$ cat src/rtl/rqgt_pkg.sv
package rqgt_pkg;
  typedef enum logic [1:0] {
    TS_T1 = 2'd0,
    TS_T2 = 2'd1,
    TS_T3 = 2'd2,
    TS_T4 = 2'd3
  } tstate_e;

  typedef enum logic [1:0] {
    ST_IDLE = 2'd0,
    ST_GNT  = 2'd1,
    ST_HELD = 2'd2,
    ST_GAP  = 2'd3
  } arb_st_e;
endpackage

$ cat src/rtl/rqgt_line.sv
module rqgt_line (
  input  logic clk_i,
  input  logic rst_ni,
  input  logic rq_n_i,
  input  logic owned_i,
  input  logic held_i,
  input  logic take_i,
  output logic want_o,
  output logic rel_o
);
  logic pend_q;
  logic req;

  // a low pulse from the current owner is a release, from anyone else a request
  assign req    = !rq_n_i && !owned_i;
  assign rel_o  = !rq_n_i && held_i;
  assign want_o = pend_q || req;

  always_ff @(posedge clk_i or negedge rst_ni) begin
    if (!rst_ni) pend_q <= 1'b0;
    else         pend_q <= want_o && !take_i;
  end

  p_take_want_r7: assert property (@(posedge clk_i) disable iff (!rst_ni)
    take_i |-> want_o);
endmodule

$ cat src/rtl/rqgt_qual.sv
module rqgt_qual import rqgt_pkg::*; (
  input  logic       clk_i,
  input  logic       rst_ni,
  input  logic       cyc_act_i,
  input  logic [1:0] tstate_i,
  input  logic       odd_lo_i,
  input  logic       inta_i,
  input  logic       inta_first_i,
  input  logic       lock_i,
  input  logic       want_any_i,
  output logic       can_rel_o
);
  tstate_e ts;
  logic    early_q;
  logic    t4_ok;

  assign ts = tstate_e'(tstate_i);

  // demand seen no later than T2 of the running cycle
  always_ff @(posedge clk_i or negedge rst_ni) begin
    if (!rst_ni)                                              early_q <= 1'b0;
    else if (cyc_act_i && (ts == TS_T1 || ts == TS_T2) && want_any_i) early_q <= 1'b1;
    else if (cyc_act_i && ts == TS_T4)                        early_q <= 1'b0;
  end

  assign t4_ok     = (ts == TS_T4) && early_q && !odd_lo_i && !(inta_i && inta_first_i);
  assign can_rel_o = want_any_i && !lock_i && (!cyc_act_i || t4_ok);
endmodule

$ cat src/rtl/rqgt_lock.sv
module rqgt_lock import rqgt_pkg::*; (
  input  logic       clk_i,
  input  logic       rst_ni,
  input  logic       cyc_act_i,
  input  logic [1:0] tstate_i,
  input  logic       inta_i,
  input  logic       inta_first_i,
  input  logic       lock_i,
  input  logic       float_i,
  output logic       lock_n_o
);
  logic ia_q;
  logic t2_ia;
  logic set_now;
  logic clr_now;

  assign t2_ia   = cyc_act_i && (tstate_e'(tstate_i) == TS_T2) && inta_i;
  assign set_now = t2_ia && inta_first_i;
  assign clr_now = t2_ia && !inta_first_i;

  always_ff @(posedge clk_i or negedge rst_ni) begin
    if (!rst_ni)      ia_q <= 1'b0;
    else if (set_now) ia_q <= 1'b1;
    else if (clr_now) ia_q <= 1'b0;
  end

  // floated pin reads as a held-high level
  assign lock_n_o = float_i || !(lock_i || set_now || (ia_q && !clr_now));

  p_ia_set_r11: assert property (@(posedge clk_i) disable iff (!rst_ni)
    $rose(ia_q) |-> $past(cyc_act_i && tstate_i == 2'd1 && inta_i && inta_first_i));
endmodule

$ cat src/rtl/rqgt_arb.sv
module rqgt_arb import rqgt_pkg::*; #(
  parameter int unsigned N_LINES = 2
) (
  input  logic               clk_i,
  input  logic               rst_ni,
  input  logic [N_LINES-1:0] rq_n_i,
  output logic [N_LINES-1:0] gt_n_o,
  input  logic               cyc_act_i,
  input  logic [1:0]         tstate_i,
  input  logic               odd_lo_i,
  input  logic               inta_i,
  input  logic               inta_first_i,
  input  logic               lock_i,
  output logic               float_o,
  output logic               busy_o,
  output logic               ctl_oe_o,
  output logic               lock_n_o
);
  localparam int unsigned OW = (N_LINES > 1) ? $clog2(N_LINES) : 1;

  arb_st_e            st_q, st_d;
  logic [OW-1:0]      own_q, own_d, sel;
  logic [N_LINES-1:0] want, rel, owned, held, take;
  logic               want_any, can_rel, grant_now, rel_any, on_bus;

  assign on_bus    = (st_q == ST_GNT) || (st_q == ST_HELD);
  assign want_any  = |want;
  assign rel_any   = |rel;
  assign grant_now = (st_q == ST_IDLE) && can_rel;

  // lowest index wins
  always_comb begin
    sel = '0;
    for (int i = int'(N_LINES) - 1; i >= 0; i--)
      if (want[i]) sel = OW'(i);
  end

  for (genvar g = 0; g < N_LINES; g++) begin : g_line
    assign owned[g]  = on_bus && (own_q == OW'(g));
    assign held[g]   = (st_q == ST_HELD) && (own_q == OW'(g));
    assign take[g]   = grant_now && (sel == OW'(g));
    assign gt_n_o[g] = !((st_q == ST_GNT) && (own_q == OW'(g)));

    rqgt_line u_line (
      .clk_i   (clk_i),
      .rst_ni  (rst_ni),
      .rq_n_i  (rq_n_i[g]),
      .owned_i (owned[g]),
      .held_i  (held[g]),
      .take_i  (take[g]),
      .want_o  (want[g]),
      .rel_o   (rel[g])
    );
  end

  rqgt_qual u_qual (
    .clk_i        (clk_i),
    .rst_ni       (rst_ni),
    .cyc_act_i    (cyc_act_i),
    .tstate_i     (tstate_i),
    .odd_lo_i     (odd_lo_i),
    .inta_i       (inta_i),
    .inta_first_i (inta_first_i),
    .lock_i       (lock_i),
    .want_any_i   (want_any),
    .can_rel_o    (can_rel)
  );

  always_comb begin
    st_d  = st_q;
    own_d = own_q;
    unique case (st_q)
      ST_IDLE: if (grant_now) begin st_d = ST_GNT; own_d = sel; end
      ST_GNT:  st_d = ST_HELD;
      ST_HELD: if (rel_any) st_d = ST_GAP;
      ST_GAP:  st_d = ST_IDLE;
      default: st_d = ST_IDLE;
    endcase
  end

  always_ff @(posedge clk_i or negedge rst_ni) begin
    if (!rst_ni) begin
      st_q  <= ST_IDLE;
      own_q <= '0;
    end else begin
      st_q  <= st_d;
      own_q <= own_d;
    end
  end

  assign float_o  = on_bus;
  assign busy_o   = (st_q != ST_IDLE);
  assign ctl_oe_o = !on_bus;

  rqgt_lock u_lock (
    .clk_i        (clk_i),
    .rst_ni       (rst_ni),
    .cyc_act_i    (cyc_act_i),
    .tstate_i     (tstate_i),
    .inta_i       (inta_i),
    .inta_first_i (inta_first_i),
    .lock_i       (lock_i),
    .float_i      (on_bus),
    .lock_n_o     (lock_n_o)
  );

  p_gt_onehot_r10: assert property (@(posedge clk_i) disable iff (!rst_ni)
    $onehot0(~gt_n_o));
  p_gt_single_r8: assert property (@(posedge clk_i) disable iff (!rst_ni)
    (gt_n_o != '1) |=> (gt_n_o == '1));
  p_gt_window_r3: assert property (@(posedge clk_i) disable iff (!rst_ni)
    (gt_n_o != '1) |-> $past(!cyc_act_i || tstate_i == 2'd3));
  p_lock_block_r6: assert property (@(posedge clk_i) disable iff (!rst_ni)
    (gt_n_o != '1) |-> $past(!lock_i));
  p_gap_r8: assert property (@(posedge clk_i) disable iff (!rst_ni)
    $fell(float_o) |-> busy_o ##1 (gt_n_o == '1));
  p_hiz_r10: assert property (@(posedge clk_i) disable iff (!rst_ni)
    !ctl_oe_o |-> lock_n_o);
endmodule

$ cat config.mk
export PLATFORM = sky130hd
export DESIGN_NAME = rqgt_arb
export DESIGN_NICKNAME = d
export VERILOG_FILES = /design/src/rtl/rqgt_pkg.sv /design/src/rtl/rqgt_line.sv /design/src/rtl/rqgt_qual.sv /design/src/rtl/rqgt_lock.sv /design/src/rtl/rqgt_arb.sv
export SDC_FILE = /design/constraint.sdc
export NUM_CORES = 1
export LEC_CHECK = 0
export BUFFER_PORTS_ARGS = -buffer_cell sky130_fd_sc_hd__buf_2
export CORE_AREA = 5 5 42 44
export DETAILED_ROUTE_END_ITERATION = 12
export DIE_AREA = 0 0 47 49
export HOLD_SLACK_MARGIN = 0.03
export SLEW_MARGIN = 20
export SYNTH_ARGS = -nofsm -noshare
export SYNTH_HDL_FRONTEND = slang
export SYNTH_SLANG_ARGS = --single-unit
$ cat constraint.sdc
create_clock -name clk_i -period 1.3 [get_ports clk_i]
set_input_delay 0.13 -clock clk_i [delete_from_list [all_inputs] [get_ports clk_i]]
set_output_delay 0.13 -clock clk_i [all_outputs]
set_load 0.005 [all_outputs]
==> results.json, run 1 <==
{
  "status": "complete, but fails checks",
  "violations": "setup timing",
  "nets": 93,
  "ant_nets": 0,
  "rsz0062_at_grt": "true",
  "dieArea_um2": 2303,
  "antenna_found_initial": 0,
  "hp-class": "in -> reg",
  "place_congestion": 0.7198,
  "vias": 471,
  "ys_seq_area_frac": 0.3646,
  "power_leakage_nw": 0.3158,
  "die_x_um": 47,
  "clock_sinks": 7,
  "cts_buffers": 3,
  "ys_types": 21,
  "final.fill_count": 146,
  "synth-adder-area-share": 0.07813,
  "cts_tree": "yes",
  "synthesis.nets": 64,
  "power_density_nw_per_um2": 2160,
  "grt_pass1_vias": 453,
  "syn_area_per_cell_um2": 9.609,
  "dr.pass1.iters": 2,
  "gr-total-overflow": 0,
  "syn_to_final_growth_pct": 43.49,
  "mostFrequentLayoutCells": "16 x buf_2, 8 x buf_4, 7 x dfrtp_1, 6 x nand2_1",
  "cts.clk_slew.worst_paths_ps": 60,
  "yosys_register_bits": 7,
  "min_period_ps": 1350,
  "ios": 17,
  "synth.area.mux_share": 0.09896,
  "drive_gt1_frac": 0.5128,
  "io_buffers": 16,
  "cp.arrival_ps": 1480,
  "fin_skew_ps": 9.185,
  "die_h_um": 49,
  "routed_wl_mm": 1.087,
  "vias_per_cell": 5.011,
  "htree_levels": 1,
  "critPathKind": "reg -> reg",
  "grt_max_degree": 9,
  "maxCapViolations": 0,
  "syn_inst": 50,
  "synth-simple-area-share": 0.1719,
  "synth_top_family_by_area": "compound AO/OA/AOI/OAI gates",
  "drv_slew": 0,
  "post_drt_wl_per_cell_um": 11.56,
  "initial_core_util": 0.3429,
  "synth_xor_xnor_area_share": 0,
  "final_util": 0.4920,
  "max_freq_ghz": 0.7409,
  "fin_ws_ps": -49.72,
  "synth_compound_area_frac": 0.2396,
  "end_kind": "register",
  "dr.first_iter.drc_count": 8,
  "grt_usage": 0.1103,
  "design.core.area_um2": 1401,
  "n_antenna_cell": 0,
  "ir_drop_mv": 1.392,
  "timing.final.crit_share": 1.038,
  "final_common_cell": "buf_2",
  "required_ps": 1430,
  "hold_viol": 0,
  "netlist_area_um2": 480.5,
  "drc": 0,
  "yosys_warnings": 0,
  "slowest_stage": "dfrtp_1",
  "max_stage_delay_ps": 390,
  "cts_root_buffer": "clkbuf_4",
  "num_rows": 14,
  "dp_hpwl_um": 932,
  "cts_max_path_buffers": 2,
  "insertion_delay_ps": 250,
  "final-setup-viol-count": 6,
  "holdWs_ps": 94.19,
  "post-cts-setup-buffer-count": 0,
  "worstPathMaxFanout": 5,
  "start_kind": "register",
  "grt_pass1_wl_mm": 1.856,
  "timing.critical_path.cells": "inv_2, ha_4, a31oi_4, a31oi_1, a31o_1",
  "max_slew_margin": 0.8075,
  "tightestPinTransition_ps": 288.7
}
## final cells by class
class                           instances  area (um^2)  area share
Clock buffer                            4        26.28     0.03811
Inverter                                5        18.77     0.02722
Multi-Input combinational cell         37        299.0      0.4338
Sequential cell                         7        175.2      0.2541
Tap cell                               16        20.02     0.02904
Timing Repair Buffer                   25        150.1      0.2178
## per-stage QoR
step / instances / setup slack (ps) / setup TNS (ps) / cell area [um^2] / total power, mW
after floorplan: 50 / 1.789 / 0 / 493.0 / 0.8533
after global placement: 89 / -42.63 / -62.40 / 649.4 / 1.275
after detailed placement: 89 / -41.77 / -99.46 / 649.4 / 1.289
after CTS: 94 / -52.55 / -236.9 / 689.4 / 1.515
after global routing: 94 / -115.0 / -738.1 / 689.4 / 1.627
final: 94 / -49.72 / -210.1 / 689.4 / 1.489
## Yosys cell counts
| library cell | number | area (um^2) |
|---|---|---|
| dfrtp_1 | 7 | 175.2 |
| nand2_1 | 6 | 22.52 |
| a21oi_1 | 5 | 25.02 |
| inv_1 | 5 | 18.77 |
| nor2_1 | 4 | 15.01 |
| a31oi_1 | 3 | 18.77 |
| ha_1 | 3 | 37.54 |
| mux2_2 | 2 | 22.52 |
| nand4b_1 | 2 | 17.52 |
| o21ai_0 | 2 | 10.01 |
| a31o_1 | 1 | 8.760 |
| a31o_2 | 1 | 8.760 |
| a31oi_4 | 1 | 21.27 |
| and2_4 | 1 | 8.760 |
| and4bb_2 | 1 | 12.51 |
| clkbuf_1 | 1 | 3.750 |
| mux2_4 | 1 | 15.01 |
| mux2i_1 | 1 | 10.01 |
| nand4_1 | 1 | 6.260 |
| o22ai_1 | 1 | 6.260 |
| o311ai_2 | 1 | 16.27 |
## power by group
part	internal, mW	switching, mW
sequential	0.286	0.0423
combinational	0.522	0.445
clock	0.117	0.0770
## logic make-up (layout without fill, tap and decap cells)
group / after synthesis / in the layout
buffers and inverters: 6 / 34
DFF: 7 / 7
muxes: 4 / 4
and+or+nand+nor: 15 / 15
adders and majority gates: 3 / 3
AOI/OAI and AO/OA: 15 / 15
## path summary, 6_finish.rpt
kind	slack, ps	startpoint	depth (start not counted)	end
max in group asynchronous	890	rst_ni	2	own_q$_DFFE_PN0P_
min reg2reg	500	u_lock.ia_q$_DFFE_PN0P_	1	u_lock.ia_q$_DFFE_PN0P_
min	90	tstate_i[1]	2	u_qual.early_q$_DFFE_PN0P_
max	-50	st_q[0]$_DFFE_PN0P_	5	own_q$_DFFE_PN0P_
max reg2reg	-50	st_q[0]$_DFFE_PN0P_	5	own_q$_DFFE_PN0P_
min in group asynchronous	240	rst_ni	2	u_lock.ia_q$_DFFE_PN0P_
## critical path: cells and delay by family, from the launching register on
kind,cells,cell delay [ps]
buffers and inverters,1,80
DFF,1,390
adders and majority gates,1,220
AOI/OAI and AO/OA,3,540
## repair_timing
item | CTS | global route
endpoints found under the hold margin | 7 | 0
endpoints found under the setup margin | 8 | 11
cloned | 0 | 0
pin swaps | 2 | 2
hold buffers | 1 | 0
resized for setup | 3 | 1
## flip-flops by register name (all words and copies together) (netlist names)
register              flops
g_line.u_line.pend_q      2
st_q                      2
own_q                     1
u_qual.early_q            1
u_lock.ia_q               1
## metal layers
metal | up-vias | track usage | share of wire
li1 | 239 | - | -
met1 | 215 | 0.1403 | 0.46
met2 | 15 | 0.1629 | 0.47
met3 | 2 | 0.03321 | 0.070
met4 | 0 | 0.05530 | 0.0046
met5 | - | 0 | 0
(Power assumes the default switching activity.)
==> run 2, diff against run 1 <==
==> constraint.sdc (replaced) <==
create_clock -name clk_i -period 1.6 [get_ports clk_i]
set_input_delay 0.16 -clock clk_i [delete_from_list [all_inputs] [get_ports clk_i]]
set_output_delay 0.16 -clock clk_i [all_outputs]
set_load 0.005 [all_outputs]
==> run 2 against run 1 <==
  * Clock-buffer cell count did not move
  * Sequential share of layout area rose by 2.6 points
  * Sequential power fell by 16%
  * Sequential cell count did not move
  * Clock skew fell by 9.0 ps
  * Clock power fell by 21%
  * Combinational power fell by 38%
  * First-iteration DRC count fell by 88%
  * Critical path depth did not move
  * Power fell by 31%
  * Non-clock buffer count fell by 8
  * The run now ends clean
  * Die area did not move
==> results.json, run 2 (synthesis results as in run 1) <==
{
  "max_freq_ghz": 0.6745,
  "dr.pass1.iters": 2,
  "rsz0062_at_grt": "false",
  "power_density_nw_per_um2": 1648,
  "power_leakage_nw": 0.2787,
  "status": "complete, no violations",
  "drc": 0,
  "reg_top3": "g_line.u_line.pend_q x2, st_q x2",
  "power.switching_uw": 407.0,
  "fin_setup_tns_ps": 0,
  "required_ps": 1440,
  "use_met2": 0.1448,
  "grt_max_degree": 9,
  "initial_core_util": 0.3429,
  "htree_levels": 1,
  "gr-total-overflow": 0,
  "cts_tree": "yes",
  "worstPathMaxFanout": 6,
  "grt_usage": 0.1019,
  "clock_sinks": 7,
  "p_comb_frac": 0.583,
  "post_drt_wl_per_cell_um": 11.69,
  "use_met1": 0.1272,
  "top_usage_layer": "met2",
  "hp-class": "in -> reg",
  "stdcell_area_um2": 625.6,
  "holdWs_ps": 134.6,
  "design.core.area_um2": 1401,
  "cts_max_path_buffers": 2,
  "ant_nets": 0,
  "ir_drop_mv": 0.9187,
  "die_h_um": 49,
  "vias": 435,
  "drv_slew": 0,
  "mostFrequentLayoutCells": "16 x buf_2, 7 x dfrtp_1, 6 x nand2_1, 5 x a21oi_1",
  "nets": 85,
  "grt_pass1_vias": 449,
  "antenna_found_initial": 0,
  "vias_per_cell": 5.058,
  "place_area_um2": 576.8,
  "fin_skew_ps": 0.1595,
  "p_seq_frac": 0.269,
  "start_kind": "register",
  "max_slew_margin": 0.8113,
  "dieArea_um2": 2303,
  "grt_pass1_wl_mm": 1.738,
  "end_kind": "output pin",
  "cts_root_buffer": "clkbuf_4",
  "dp_hpwl_um": 861.6,
  "n_antenna_cell": 0,
  "internal-power_uw": 624.1,
  "hold_viol": 0,
  "dr.first_iter.drc_count": 1,
  "cts.clk_slew.worst_paths_ps": 50,
  "p_clk_frac": 0.148,
  "drive_gt1_frac": 0.4143,
  "critPathKind": "reg -> out",
  "cp.arrival_ps": 1320,
  "sw_frac_of_total": 0.3947,
  "insertion_delay_ps": 240,
  "grt_use_met3": 0.03321,
  "final-setup-viol-count": 0,
  "timing.final.crit_share": 0.9266,
  "cts_buffers": 3,
  "place_congestion": 0.7487,
  "num_rows": 14,
  "routed_wl_mm": 1.005,
  "ios": 17,
  "die_x_um": 47,
  "tightestPinTransition_ps": 283.0,
  "io_buffers": 16,
  "maxCapViolations": 0,
  "final_common_cell": "buf_2",
  "syn_to_final_growth_pct": 30.21,
  "min_period_ps": 1483
}
## run 2: cell count changes in the layout (fill, tap and decap cells not counted)
cell,delta
a21oi_1,+1
a21oi_2,-1
buf_4,-8
inv_1,+2
inv_2,-2
o21ai_0,+2
o21ai_1,-2
## run 2: final timing paths
path	startpoint	end	slack (ps)	cells past startpoint
setup / recovery	st_q[0]$_DFFE_PN0P_	lock_n_o	120	5
hold / removal	tstate_i[1]	u_qual.early_q$_DFFE_PN0P_	130	2
setup reg to reg	own_q$_DFFE_PN0P_	own_q$_DFFE_PN0P_	190	4
hold reg to reg	u_lock.ia_q$_DFFE_PN0P_	u_lock.ia_q$_DFFE_PN0P_	490	1
max in group asynchronous	rst_ni	u_lock.ia_q$_DFFE_PN0P_	1170	2
min in group asynchronous	rst_ni	u_qual.early_q$_DFFE_PN0P_	270	2
## run 2: critical path: stages (launching register included)
cell	delay [ps]
dfrtp_1	390
inv_1	150
ha_4	250
inv_1	90
o21ai_0	80
buf_2	130
## run 2: per-stage QoR
stage	utilization	power (mW)	setup WS [ps]	cells
2_1_floorplan	-	0.6453	183.5	50
3_3_place_gp	0.4116	0.8228	123.0	81
3_5_place_dp	0.4116	0.8242	90.51	81
4_1_cts	0.4393	1.002	6.245	86
5_1_grt	0.4464	1.153	6.905	86
6_report	0.4464	1.031	117.4	86
## run 2: power by group through the flow
stage                     Combinational [mW]  Clock [mW]  Sequential [mW]
after floorplan                        0.379           0            0.267
after CTS                              0.562       0.164            0.275
final                                  0.601       0.153            0.277
after global placement                 0.548           0            0.275
after global routing                   0.692       0.175            0.287
after detailed placement               0.546           0            0.278
## run 2: final cells by class
class	count	area (um^2)
tap	16	20.02
timing repair buffer	17	90.09
clock buffer	4	26.28
multi-input combinational	37	295.3
sequential	7	175.2
inverter	5	18.77
fill	144	775.7
## run 2: routing by layer
layer | wire [um] | vias to the layer above | part of all wire
li1 | - | 224 | -
met1 | 451 | 194 | 0.45
met2 | 454 | 17 | 0.45
met3 | 98 | 0 | 0.098
met4 | 0 | 0 | 0
met5 | 0 | - | 0
## run 2: timing repair
action,4_1_cts,5_1_grt
endpoints found under the setup margin,1,1
hold endpoints to repair,7,0
resized for setup,1,2
setup buffers,0,0
hold buffers,1,0
